File: config.mk
export PLATFORM = sky130hd
export DESIGN_NAME = iomap_decoder
export DESIGN_NICKNAME = d
export VERILOG_FILES = /design/src/rtl/iomap_pkg.sv /design/src/rtl/iomap_addr_dec.sv /design/src/rtl/iomap_kbd.sv /design/src/rtl/iomap_spkr.sv /design/src/rtl/iomap_slot_sel.sv /design/src/rtl/iomap_decoder.sv
export SDC_FILE = /design/constraint.sdc
export NUM_CORES = 1
export LEC_CHECK = 0
export BUFFER_PORTS_ARGS = -buffer_cell sky130_fd_sc_hd__buf_2
export CAP_MARGIN = 40
export CORE_MARGIN = 3
export CORE_UTILIZATION = 39
export CTS_BUF_LIST = sky130_fd_sc_hd__clkbuf_4
export DETAILED_ROUTE_END_ITERATION = 7
export PLACE_DENSITY = 0.94
export SKIP_CTS_REPAIR_TIMING = 1
export SYNTH_ARGS = -nofsm -noshare
export SYNTH_HDL_FRONTEND = slang
export SYNTH_SLANG_ARGS = --single-unit
File: constraint.sdc
create_clock -name clk -period 6.38 [get_ports clk]
set_input_delay 1.595 -clock clk [delete_from_list [all_inputs] [get_ports clk]]
set_output_delay 1.595 -clock clk [all_outputs]
set_load 0.05 [all_outputs]
File: src/rtl/iomap_pkg.sv
package iomap_pkg;

    localparam int ADDR_W  = 16;
    localparam int DATA_W  = 8;
    localparam int KEY_W   = 7;
    localparam int N_SLOTS = 8;
    localparam int SLOT_W  = $clog2(N_SLOTS);
    localparam int REG_W   = 4;

    localparam logic [ADDR_W-1:0] KBD_DATA_ADDR = 16'hC000;
    localparam logic [ADDR_W-1:0] KBD_CLR_ADDR  = 16'hC010;
    localparam logic [ADDR_W-1:0] SPKR_ADDR     = 16'hC030;

    typedef enum logic [1:0] {
        REG_NONE = 2'd0,
        REG_RAM  = 2'd1,
        REG_IO   = 2'd2,
        REG_ROM  = 2'd3
    } region_e;

    typedef struct packed {
        region_e           region;
        logic              kbd_rd;
        logic              kbd_clr;
        logic              spkr_hit;
        logic              slot_sw;
        logic              slot_rom;
        logic [SLOT_W-1:0] sw_idx;
        logic [SLOT_W-1:0] rom_idx;
        logic [REG_W-1:0]  reg_idx;
    } dec_t;

    function automatic region_e region_of(input logic [3:0] nib);
        if (nib <= 4'hB)      return REG_RAM;
        else if (nib == 4'hC) return REG_IO;
        else                  return REG_ROM;
    endfunction

endpackage

File: src/rtl/iomap_addr_dec.sv
module iomap_addr_dec
    import iomap_pkg::*;
(
    input  logic              valid,
    input  logic [ADDR_W-1:0] addr,
    output dec_t              dec
);
    logic io_page;
    logic sw_page;

    always_comb begin
        io_page = valid && (addr[15:12] == 4'hC);
        sw_page = io_page && (addr[11:8] == 4'h0);

        dec          = '0;
        dec.region   = valid ? region_of(addr[15:12]) : REG_NONE;
        dec.kbd_rd   = valid && (addr == KBD_DATA_ADDR);
        dec.kbd_clr  = valid && (addr == KBD_CLR_ADDR);
        dec.spkr_hit = valid && (addr == SPKR_ADDR);
        dec.slot_sw  = sw_page && addr[7];
        dec.slot_rom = io_page && !addr[11] && (addr[10:8] != 3'd0);
        dec.sw_idx   = addr[6:4];
        dec.rom_idx  = addr[10:8];
        dec.reg_idx  = dec.slot_sw ? addr[3:0] : '0;
    end
endmodule

File: src/rtl/iomap_kbd.sv
module iomap_kbd
    import iomap_pkg::*;
(
    input  logic             clk,
    input  logic             rst,
    input  logic             strobe,
    input  logic [KEY_W-1:0] code_in,
    input  logic             clr,
    output logic             pending,
    output logic [KEY_W-1:0] code
);
    always_ff @(posedge clk) begin
        if (rst) begin
            pending <= 1'b0;
            code    <= '0;
        end else if (strobe) begin
            pending <= 1'b1;
            code    <= code_in;
        end else if (clr) begin
            pending <= 1'b0;
        end
    end

    AST_KEY_LOAD: assert property (@(posedge clk) disable iff (rst)
        strobe |=> pending && (code == $past(code_in)));
    AST_KEY_CLEAR: assert property (@(posedge clk) disable iff (rst)
        (clr && !strobe) |=> !pending);
    AST_KEY_HOLD: assert property (@(posedge clk) disable iff (rst)
        (!clr && !strobe) |=> $stable(pending) && $stable(code));
    AST_KEY_RESET: assert property (@(posedge clk)
        rst |=> !pending && (code == '0));
endmodule

File: src/rtl/iomap_spkr.sv
module iomap_spkr (
    input  logic clk,
    input  logic rst,
    input  logic hit,
    output logic level
);
    always_ff @(posedge clk) begin
        if (rst)      level <= 1'b0;
        else if (hit) level <= ~level;
    end

    AST_SPKR_TOGGLE: assert property (@(posedge clk) disable iff (rst)
        hit |=> (level != $past(level)));
    AST_SPKR_HOLD: assert property (@(posedge clk) disable iff (rst)
        !hit |=> $stable(level));
    AST_SPKR_RESET: assert property (@(posedge clk)
        rst |=> !level);
endmodule

File: src/rtl/iomap_slot_sel.sv
module iomap_slot_sel
    import iomap_pkg::*;
(
    input  logic               clk,
    input  logic               rst,
    input  dec_t               dec,
    output logic [N_SLOTS-1:0] dev_sel,
    output logic [N_SLOTS-1:0] rom_sel
);
    for (genvar s = 0; s < N_SLOTS; s++) begin : g_slot
        assign dev_sel[s] = dec.slot_sw  && (dec.sw_idx  == SLOT_W'(s));
        assign rom_sel[s] = dec.slot_rom && (dec.rom_idx == SLOT_W'(s));
    end

    AST_DEVSEL_ONEHOT: assert property (@(posedge clk) disable iff (rst)
        $onehot0(dev_sel));
    AST_SLOTROM_ONEHOT: assert property (@(posedge clk) disable iff (rst)
        $onehot0(rom_sel) && !rom_sel[0]);
    AST_SLOT_EXCL: assert property (@(posedge clk) disable iff (rst)
        !((|dev_sel) && (|rom_sel)));
endmodule

File: src/rtl/iomap_decoder.sv
module iomap_decoder
    import iomap_pkg::*;
(
    input  logic               clk,
    input  logic               rst,
    input  logic               bus_valid,
    input  logic               bus_we,
    input  logic [ADDR_W-1:0]  bus_addr,
    input  logic [DATA_W-1:0]  ram_data,
    input  logic [DATA_W-1:0]  rom_data,
    input  logic [KEY_W-1:0]   key_code,
    input  logic               key_strobe,
    output logic [DATA_W-1:0]  rd_data,
    output logic               ram_sel,
    output logic               rom_sel,
    output logic               io_sel,
    output logic               spkr_out,
    output logic [N_SLOTS-1:0] slot_dev_sel,
    output logic [REG_W-1:0]   slot_reg,
    output logic [N_SLOTS-1:0] slot_rom_sel
);
    dec_t             dec;
    logic             key_pending;
    logic [KEY_W-1:0] key_latch;
    logic             is_read;

    iomap_addr_dec u_dec (
        .valid (bus_valid),
        .addr  (bus_addr),
        .dec   (dec)
    );

    iomap_kbd u_kbd (
        .clk     (clk),
        .rst     (rst),
        .strobe  (key_strobe),
        .code_in (key_code),
        .clr     (dec.kbd_clr),
        .pending (key_pending),
        .code    (key_latch)
    );

    iomap_spkr u_spkr (
        .clk   (clk),
        .rst   (rst),
        .hit   (dec.spkr_hit),
        .level (spkr_out)
    );

    iomap_slot_sel u_slot (
        .clk     (clk),
        .rst     (rst),
        .dec     (dec),
        .dev_sel (slot_dev_sel),
        .rom_sel (slot_rom_sel)
    );

    assign ram_sel  = (dec.region == REG_RAM);
    assign rom_sel  = (dec.region == REG_ROM);
    assign io_sel   = (dec.region == REG_IO);
    assign slot_reg = dec.reg_idx;
    assign is_read  = bus_valid && !bus_we;

    always_comb begin
        rd_data = '0;
        if (is_read) begin
            unique case (dec.region)
                REG_RAM: rd_data = ram_data;
                REG_ROM: rd_data = rom_data;
                REG_IO:  rd_data = dec.kbd_rd ? {key_pending, key_latch} : '0;
                default: rd_data = '0;
            endcase
        end
    end

    AST_REGION_ONEHOT: assert property (@(posedge clk) disable iff (rst)
        bus_valid |-> $onehot({ram_sel, rom_sel, io_sel}));
    AST_IDLE_QUIET: assert property (@(posedge clk) disable iff (rst)
        !bus_valid |-> !(ram_sel || rom_sel || io_sel || (|slot_dev_sel)
                         || (|slot_rom_sel)) && (rd_data == '0));
    AST_RAM_PASS: assert property (@(posedge clk) disable iff (rst)
        (ram_sel && !bus_we) |-> (rd_data == ram_data));
    AST_ROM_PASS: assert property (@(posedge clk) disable iff (rst)
        (rom_sel && !bus_we) |-> (rd_data == rom_data));
    AST_WRITE_ZERO: assert property (@(posedge clk) disable iff (rst)
        bus_we |-> (rd_data == '0));
endmodule

# After elaboration in Yosys (flattened, before gate mapping)
# Index checks and enable logic that the tools add are counted.
# classes
n_addsub	0
mul	0
div	0
magnitude_cmp	1
eq_ne	21
n_shift	0
n_mux	9
bitwise	1
n_reduce_logical	32
# op_table
operator	n
== test 16 bit, second input constant	3
logical AND 1 bit	25
== test 3 bit, second input constant	8
one-hot mux 8 bit (3 select lines)	1
two-way mux 8 bit	2
== test 3 x 2 -> 1 bit, second input constant	4
== test 3 x 1 -> 1 bit, second input constant	2
logical NOT 3 bit	2
== test 2 bit, second input constant	2
== test 4 bit, second input constant	1
<= comparator 4 bit, second input constant	1
logical NOT 4 bit	1
two-way mux 2 bit	2
two-way mux 4 bit	1
two-way mux 1 bit	3
nonzero test 3 bit	1
== test 2 x 1 -> 1 bit, second input constant	1
logical NOT 1 bit	2
nonzero test 2 bit	1
NOT 1 bit	1
# totals
reg_bits	9
latch_bits	0
mem_bits_rw	0
romBits	0
wordCells	67
mem_count	0

# Depth between registers and ports, before layout
# Gate-level depths: netlist of the first run.
# logic_depth
ltp_word	7
mapped_depth	5

# Cells and area by module
# From an unflattened synthesis of the first run, not the netlist that was laid out.
# hier_totals
cells_unflattened	114
hier_area_um2	964.7
# modules_own_cells
mod	instances	cells_per_inst	area_per_inst_um2	seq_area_each_um2
iomap_kbd	1	27	286.5	160.2
iomap_decoder	1	43	256.5	0.0
iomap_addr_dec	1	25	196.4	0.0
iomap_slot_sel	1	16	192.7	0.0
iomap_spkr	1	3	32.5	20.0

# Worst setup path before layout of the first run
# Ideal clock, no wire load.
# synth_timing
path_kind	input port to output port
startpoint	input bus_addr[14]
endpoint	output slot_rom_sel[4]
arrival_ns	4.260
required_time_ns	4.785
path_slack_ns	0.525
path_stages	4
n_path_buf	0
path_cell_list	nand3_1 > nor3_1 > nand3b_1 > nor3_1
# synth_between
elab_chain_cells	5
# synth_lines
element	line	rtl
start, declared	iomap_decoder.sv:8	input logic [ADDR_W-1:0] bus_addr,
== test 4 bit	iomap_addr_dec.sv:12	io_page = valid && (addr[15:12] == 4'hC);
logical AND 1 bit	iomap_addr_dec.sv:12	
logical AND 1 bit (2 in a row)	iomap_addr_dec.sv:21	dec.slot_rom = io_page && !addr[11] && (addr[10:8] != 3'd0);
logical AND 1 bit	iomap_slot_sel.sv:12	assign rom_sel[s] = dec.slot_rom && (dec.rom_idx == SLOT_W'(s));
end, declared	iomap_decoder.sv:20	output logic [N_SLOTS-1:0] slot_rom_sel
# No other way between the ends.

# Final worst setup path of the first run
# layout_timing
startpoint	input bus_addr[11]
endpoint	output rd_data[6]
# layout_between
elab_chain_cells	5
# layout_lines
element	line	rtl
== test 16 bit	iomap_addr_dec.sv:17	dec.kbd_rd = valid && (addr == KBD_DATA_ADDR);
logical AND 1 bit	iomap_addr_dec.sv:17	
two-way mux 8 bit	iomap_decoder.sv:70	REG_IO: rd_data = dec.kbd_rd ? {key_pending, key_latch} : '0;
one-hot mux 8 bit (3 select lines)	iomap_decoder.sv:67	unique case (dec.region)
two-way mux 8 bit	iomap_decoder.sv:66	if (is_read) begin
end, declared	iomap_decoder.sv:13	output logic [DATA_W-1:0] rd_data,
# No other way between the ends.

==> results of run 1 <==
-- registers in the layout, summed over array words and instances (netlist names) --
signal         cells
u_kbd.code         7
u_kbd.pending      1
u_spkr.level       1
-- power breakdown --
group          internal, mW  leakage [nW]  switching (mW)
sequential           0.0593        0.0743         0.00175
clock                0.0283        0.0184          0.0184
combinational        0.0183         0.505          0.0274
-- per-layer routing --
metal	up-vias	part of all wire	track usage
met2	49	0.49	0.3817
met5	-	0	0
met1	464	0.39	0.2375
li1	529	-	-
met3	10	0.085	0.05810
met4	0	0.031	0.1106
-- final timing paths --
check | startpoint | to | slack (ns) | depth (start not counted)
hold reg to reg | u_spkr.level$_SDFFE_PP0P_ | u_spkr.level$_SDFFE_PP0P_ | 0.48 | 2
setup reg to reg | u_spkr.level$_SDFFE_PP0P_ | u_spkr.level$_SDFFE_PP0P_ | 5.34 | 2
setup / recovery | bus_addr[11] | rd_data[6] | 1.27 | 7
hold / removal | u_spkr.level$_SDFFE_PP0P_ | u_spkr.level$_SDFFE_PP0P_ | 0.48 | 2
-- cell type report --
| type | instances | area (sq um) | share of cell area |
|---|---|---|---|
| multi-input cells | 88 | 526.8 | 0.4596 |
| flip-flops and latches | 9 | 180.2 | 0.1572 |
| clock buffers | 4 | 30.03 | 0.02620 |
| repair buffers | 75 | 377.9 | 0.3297 |
| well taps | 25 | 31.28 | 0.02729 |
-- synthesized netlist by cell type (2+ instances only) --
cell      count  area share
nor2_1       21        0.11
mux2i_1       7       0.095
nor3_1        7       0.048
nand2b_1      4       0.034
and3_1        4       0.034
or4b_1        2       0.027
nand3_1      10       0.068
dfxtp_1       9        0.25
buf_4         2       0.020
a21oi_1       9       0.061
nand2_1       3       0.015
a22oi_1       8       0.082
-- cells by family (layout without fill, tap and decap cells) --
family	after synthesis	in the layout	synth area share
AND/OR/NAND/NOR	60	60	0.4395
flip-flops	9	9	0.2453
buffers and inverters	5	79	0.03746
multiplexers	7	7	0.09540
AO/OA/AOI/OAI	20	20	0.1772
other	1	1	0.005106
-- through the flow --
step | worst slack (ns) | utilization | hold WS [ns]
6_report | 1.272 | 0.6566 | 0.4798
2_1_floorplan | 0.5254 | - | 0.4600
3_3_place_gp | 1.395 | 0.6394 | 0.4646
3_5_place_dp | 1.304 | 0.6394 | 0.4652
4_1_cts | 1.295 | 0.6566 | 0.4741
5_1_grt | 1.139 | 0.6566 | 0.5031
-- worst register-to-register path: stages, from the launching register on --
cell and delay (ns):
dfxtp_1 0.32, or4b_1 0.51, a21oi_1 0.14
==> flow_results.org, run 1 <==
** Clock network
- In this run the number of H-tree levels came out at 1.
- The tree is rooted in a clkbuf_4.
- The clock reaches the later pin of the worst-skew pair after between 0.2 and 0.3 ns.
- After clock tree synthesis, the clock-pin slew on the worst setup and hold paths is about 0.060 ns.
- Clock sink count :: 9
- Counting the buffers created by CTS gives 3.
- In this run the deepest clock path goes through 2 buffers.
- CTS tree :: yes

** Critical path
- Cell chain of the critical path :: buf_2 -> or4_4 -> nor4_2 -> buf_4 -> nand3_1 -> a21oi_1 -> buf_2
- Most prevalent standard cell on the critical path :: buf_2
- Capturing element type of the critical path :: output pin
- Of all nets on the critical path, the largest fanout is 8.
- Buffers and inverters on the worst path :: 3
- The worst setup path is launched from an input pin.
- Data on the critical path arrives at its endpoint at around 3.5 ns.
- The largest individual stage delay along the critical path comes from the cell or4_4.
- For the worst setup path, the data required time is about 4.8 ns.
- Critical path type :: input pin to output pin
- Delay-heaviest family, CP :: simple AND/OR/NAND/NOR gates
- The largest single stage delay on the critical path is 0.55 ns.

** Pwr
- Reported leakage power :: ~0.60 nW
- IR analysis of the VDD net gives a maximum drop of roughly 0.00015 V.
- The completed layout was analyzed and its total power is 153.4 uW.
- For this design the ratio of total power to cell area is 133.9 mW/mm^2.

** Timing
- Final Hold Vio Count :: 0
- Maximum frequency from static timing analysis :: between 150 and 200 MHz
- Setup violations remaining at the end of the flow were counted as 0.
- In the finished design, the share of the clock period the worst path needs comes to 0.8006.
- Slew at the pin with the worst max-slew slack :: around 0.57 ns
- Layout Skew :: 0 ns
- Setup repair after global routing missed its margin :: no
- Final critical delay including setup and external delays :: between 5 and 6 ns
- Headroom to the max-slew limit came out at 0.6201.
- Setup TNS :: 0 ns
- The final number of max-transition violations is 0.

** Placed design
- Input and output buffers added on the ports amount to between 70 and 80.
- Routability congestion estimate from global placement :: 0.8556
- Counting tap cells, the placed design contains a total of a little under 200 instances.
- The wire-length estimate of the detail-placed layout is around 2200 um.
- Placed inst area :: around 0.0011 sq mm

** Floorplanning
- Effective utilization at floorplan :: 0.4208
- From left edge to right edge, the die measures 49.40 um.
- Boundary pin count :: 76
- In this run the core area contains 15 standard-cell rows.
- The floorplan step set the die height to 49.40 um.
- The core region is between 0.0015 and 0.002 sq mm.
- The die covers approximately 0.0024 sq mm.

** Route
- Post-detailed-route count of antenna-violating nets :: 0
- The final route contains 1,052 vias.
- Starting DRC count in detailed routing :: 30
- In the routed layout, each cell is associated on average with a via count of roughly 5.2.
- Residual DRC count :: 0
- Wires add up to roughly 2600 um.
- The first TritonRoute pass finished after 4 iterations.
- In the final routed layout, each cell accounts on average for between 10 and 15 um.

** Hold path
- Class of the most critical hold timing path :: register to register

** Cells and area
- The number of antenna diodes in the final layout is 0.
- Area growth from synthesis to layout :: 56.05%
- After routing the design area is about 0.0011 sq mm.
- Most frequent cells in the layout :: buf_2 (74), nor2_1 (21), nand3_1 (10), a21oi_1 (9), dfxtp_1 (9)
- Number of nets at the end of the flow :: about 220
- After the flow finishes, the layout carries non-filler instances totaling 201.
- The library cell used most frequently in the layout, excluding fill and tap cells, is buf_2.
- Fraction of final layout cells with drive strength greater than 1 :: 0.4716
- After filler insertion, the fill cell instance count of the layout stands at around 170.

** Synthesis
- Synthesis inferred 9 register bits.
- The average instance in the mapped netlist occupies 7.201 sq um.
- In the synthesized netlist, the number of instances is ~100.
- Count of flip-flops with a built-in enable after synthesis :: 0
- Net count after synthesis :: ~150
- YS warnings :: 0
- In this run, distinct cell masters in the synthesized netlist total 28.
- For this run, the register share of the synthesized area comes to 0.2453.
- In the synthesized netlist the async set-or-reset flop fraction comes to 0.
- The mapped netlist covers between 700 and 800 sq um.
- Main synth FF type :: dfxtp_1

** Global route
- The first global-routing pass estimated 4243 um of wire.
- The initial antenna violation count came to 0.
- The via count of the first global-routing pass is 998.
- Across every metal layer, demand over resource in global routing totals 0.2174.
- Maximum number of pins on one net before global-route repair :: 10
- Total gr overflow :: 0

** Job
- Total of max-cap violations :: 0

** Outcome
- The run finished with clean final reports.
No activity file was read; power rests on OpenSTA's default activity.
==> inputs of run 2 (changes only) <==
- CORE_UTILIZATION: 39 -> 36
- PLACE_DENSITY: 0.94 -> 0.88
- clock period: 6.38 -> 4.9 ns (I/O delays scaled with it)
==> run 2 against run 1 <==
Cell count did not move. Utilization fell by 2.4 points. Global-route usage fell by 1.4 points. Final area rose by 0.44%. Non-clock buffer count did not move. First-iteration DRC count fell by 40%. Sequential share of layout area fell by 0.068 points. Register-to-register slack got worse by 1.5 ns. Count of clock-buffer cells in the layout did not move. Critical endpoint is now rd_data[3]. Worst setup slack got worse by 0.66 ns.
==> flow_results.org, run 2 (synthesized netlist as in run 1, its figures left out) <==
** Clock network
- CTS placed an instance of clkbuf_4 at the clock tree root.
- The H-tree depth is 1 (unchanged).
- Clock slew at reported path FFs :: 0.06 ns (about the same)
- Insertion delay of the later-clocked pin in the worst-skew pair :: 0.26 ns (about the same)
- Num CTS Buffers :: 3 (unchanged)
- Maximum count of clock buffers along a single path :: 2 (unchanged)
- Clock sink count :: 9 (unchanged)
- CTS tree :: yes

** Cells and area
- Register with the highest flop count :: u_kbd.code
- Leaving out fill and tap cells, the most frequent cell in the layout is buf_2.
- Most frequent cells in the layout :: buf_2 (74), nor2_1 (21), nand3_1 (10), a21oi_1 (9), dfxtp_1 (9)
- The core occupancy in the finished layout is 0.6323 (-0.02433).
- Number of nets at the end of the flow :: 221 (unchanged)
- Fraction of final layout cells with drive strength greater than 1 :: 0.4773 (+0.005682)
- The post-route non-filler standard cell count is 201 (unchanged).
- Fill count :: 184 (+11%)
- Registers with the highest flip-flop counts :: u_kbd.code (7), u_kbd.pending (1), u_spkr.level (1)
- Area growth from synthesis to layout :: 56.73%
- The flip-flop count of the largest register, all copies and words added came to 7 (unchanged).
- The number of antenna repair diodes came to 0 (unchanged).

** Pwr
- The worst vdd rail ir drop was 0.0001867 V (+21%).
- Reported leakage power :: 0.5986 nW (+0.20%)
- Relative contribution of combinational cells to total power :: 0.297 (about the same)
- The switching component of the power came to 61.81 uW (+30%).
- Power Dens Cells :: 173.5 mW/mm^2 (+30%)
- Sw Share :: 0.3096 (-0.0004040)
- The portion of total power attributed to the clock network was 0.303 (about the same).
- The sequential share of power came to 0.399 (about the same).
- The internal power is 137.9 uW (+30%).

** Route
- Total wire length :: 2604 um (+0.89%)
- Residual DRC count :: 0 (unchanged)
- The routed wirelength normalized by instance count came to 12.96 um (+0.89%).
- Average via count per standard cell :: 5.269 (+0.67%)
- Post-detailed-route count of antenna-violating nets :: 0 (unchanged)
- Routed via count :: 1,059 (+0.67%)
- The number of DRC violations after detailed-routing iteration 0 came to 18 (-40%).
- The iteration count of the initial detailed-routing pass was 4 (unchanged).

** Critical path
- Slack of the worst reg-to-reg path :: 3.85 ns (-1.49 ns)
- The worst setup path is captured at an output pin.
- STA classifies the critical path startpoint as an input pin.
- Worst-path maximum fanout :: 8 (unchanged)
- Critical path data arrival time :: 3.06 ns (-0.45 ns)
- The critical path in this run is classified as input pin to output pin.
- The data required time at the worst endpoint was 3.67 ns (-1.12 ns).

** Hold path
- Class of the most critical hold timing path :: register to register

** Floorplanning
- Die extent in y :: 51.17 um (+3.6%)
- The placeable core region was 0.001821 sq mm (+4.3%).
- The I/O pin count was 76 (unchanged).
- Die span in x :: 51.17 um (+3.6%)
- The area enclosed by the die boundary is 0.002618 sq mm (+7.3%).
- The row count was 15 (unchanged).
- Effective utilization at floorplan :: 0.4034 (-0.01735)

** Global route
- GR Util All Layers :: 0.2034 (-0.01401)
- The initial antenna violation count is 0 (unchanged).
- The wire length of the first global-routing pass was 4153 um (-2.1%).
- Maximum number of pins on one net before global-route repair :: 10 (unchanged)
- The total congestion overflow was 0 (unchanged).
- The via count of the first global-routing pass came to 962 (-3.6%).

** Outcome
- Status :: finished clean

** Timing
- The final sum of negative setup slack came to 0 ns (unchanged).
- For this run, the top clock speed supported by timing is 233.4 MHz.
- The post-layout worst setup margin came to 0.6156 ns (-0.6565 ns).
- Number of slew-limit violations in the final report :: 0 (unchanged)
- Period Utilization, post-route :: 0.8744
- Slew at the pin with the worst max-slew slack :: 0.6167 ns (+0.04808 ns)
- The worst hold slack came to 0.4993 ns (+0.01947 ns).
- Setup repair after global routing left no endpoint under its margin.
- The number of endpoints with negative hold slack in the final report is 0 (unchanged).
- Final critical delay including setup and external delays :: about 4.3 ns
- Remaining max-slew budget at the tightest pin :: 0.5880 (-0.03212)
- The setup-violating endpoint count in the final report is 0 (unchanged).
- Layout Skew :: 0 ns (unchanged)

** Placed design
- DP Cell Count :: 197 (unchanged)
- The worst slack at placement came to 0.6299 ns (-0.6737 ns).
- HPWL Detailed :: 2223 um (+2.4%)
- The routability congestion estimate came to 0.7486 (-13%).
- The number of buffers added on ports was 74 (unchanged).

** Job
- Total of max-cap violations :: 0 (unchanged)
[run 2: cell count changes in the layout (fill, tap and decap cells not counted)]
cell    change
nor3_1      -1
nor3_2      +1
[run 2: power groups by stage]
stage	Combinational (mW)	Clock (mW)	Sequential, mW
global placement	0.0574	0	0.0813
CTS	0.0593	0.0628	0.0797
detailed placement	0.0591	0	0.0812
finish	0.0594	0.0605	0.0798
floorplan	0.0336	0	0.0802
global route	0.0651	0.0694	0.0800
[run 2: layout make-up]
type | count | area, sq um | area share
clock buffer | 4 | 30.03 | 0.02609
multi-input combinational | 88 | 531.8 | 0.4620
sequential | 9 | 180.2 | 0.1565
tap | 25 | 31.28 | 0.02717
timing repair buffer | 75 | 377.9 | 0.3283
[run 2: worst paths after layout]
kind / start / endpoint / depth (start not counted)
setup reg to reg: u_spkr.level$_SDFFE_PP0P_ / u_spkr.level$_SDFFE_PP0P_ / 2
hold / removal: u_kbd.pending$_SDFFE_PP0P_ / u_kbd.pending$_SDFFE_PP0P_ / 2
setup / recovery: bus_addr[11] / rd_data[3] / 7
hold reg to reg: u_kbd.pending$_SDFFE_PP0P_ / u_kbd.pending$_SDFFE_PP0P_ / 2
[run 2: through the flow]
step	cell area (sq um)	total power, mW
floorplan	739.5	0.1138
global placement	1121	0.1387
detailed placement	1121	0.1403
CTS	1151	0.2018
global route	1151	0.2145
finish	1151	0.1997
[run 2: critical path: stages]
cell     delay (ns)
buf_2          0.10
or4_4          0.54
nor4_2         0.41
buf_4          0.24
nand3_1        0.08
a21oi_1        0.17
buf_2          0.29
[run 2: metal layers]
layer  vias up  share of wire  GRT usage
met1       474           0.39     0.2148
met4         0         0.0073    0.01345
li1        531              -          -
met3         2           0.11    0.08163
met2        52           0.49     0.3884
met5         -              0          0
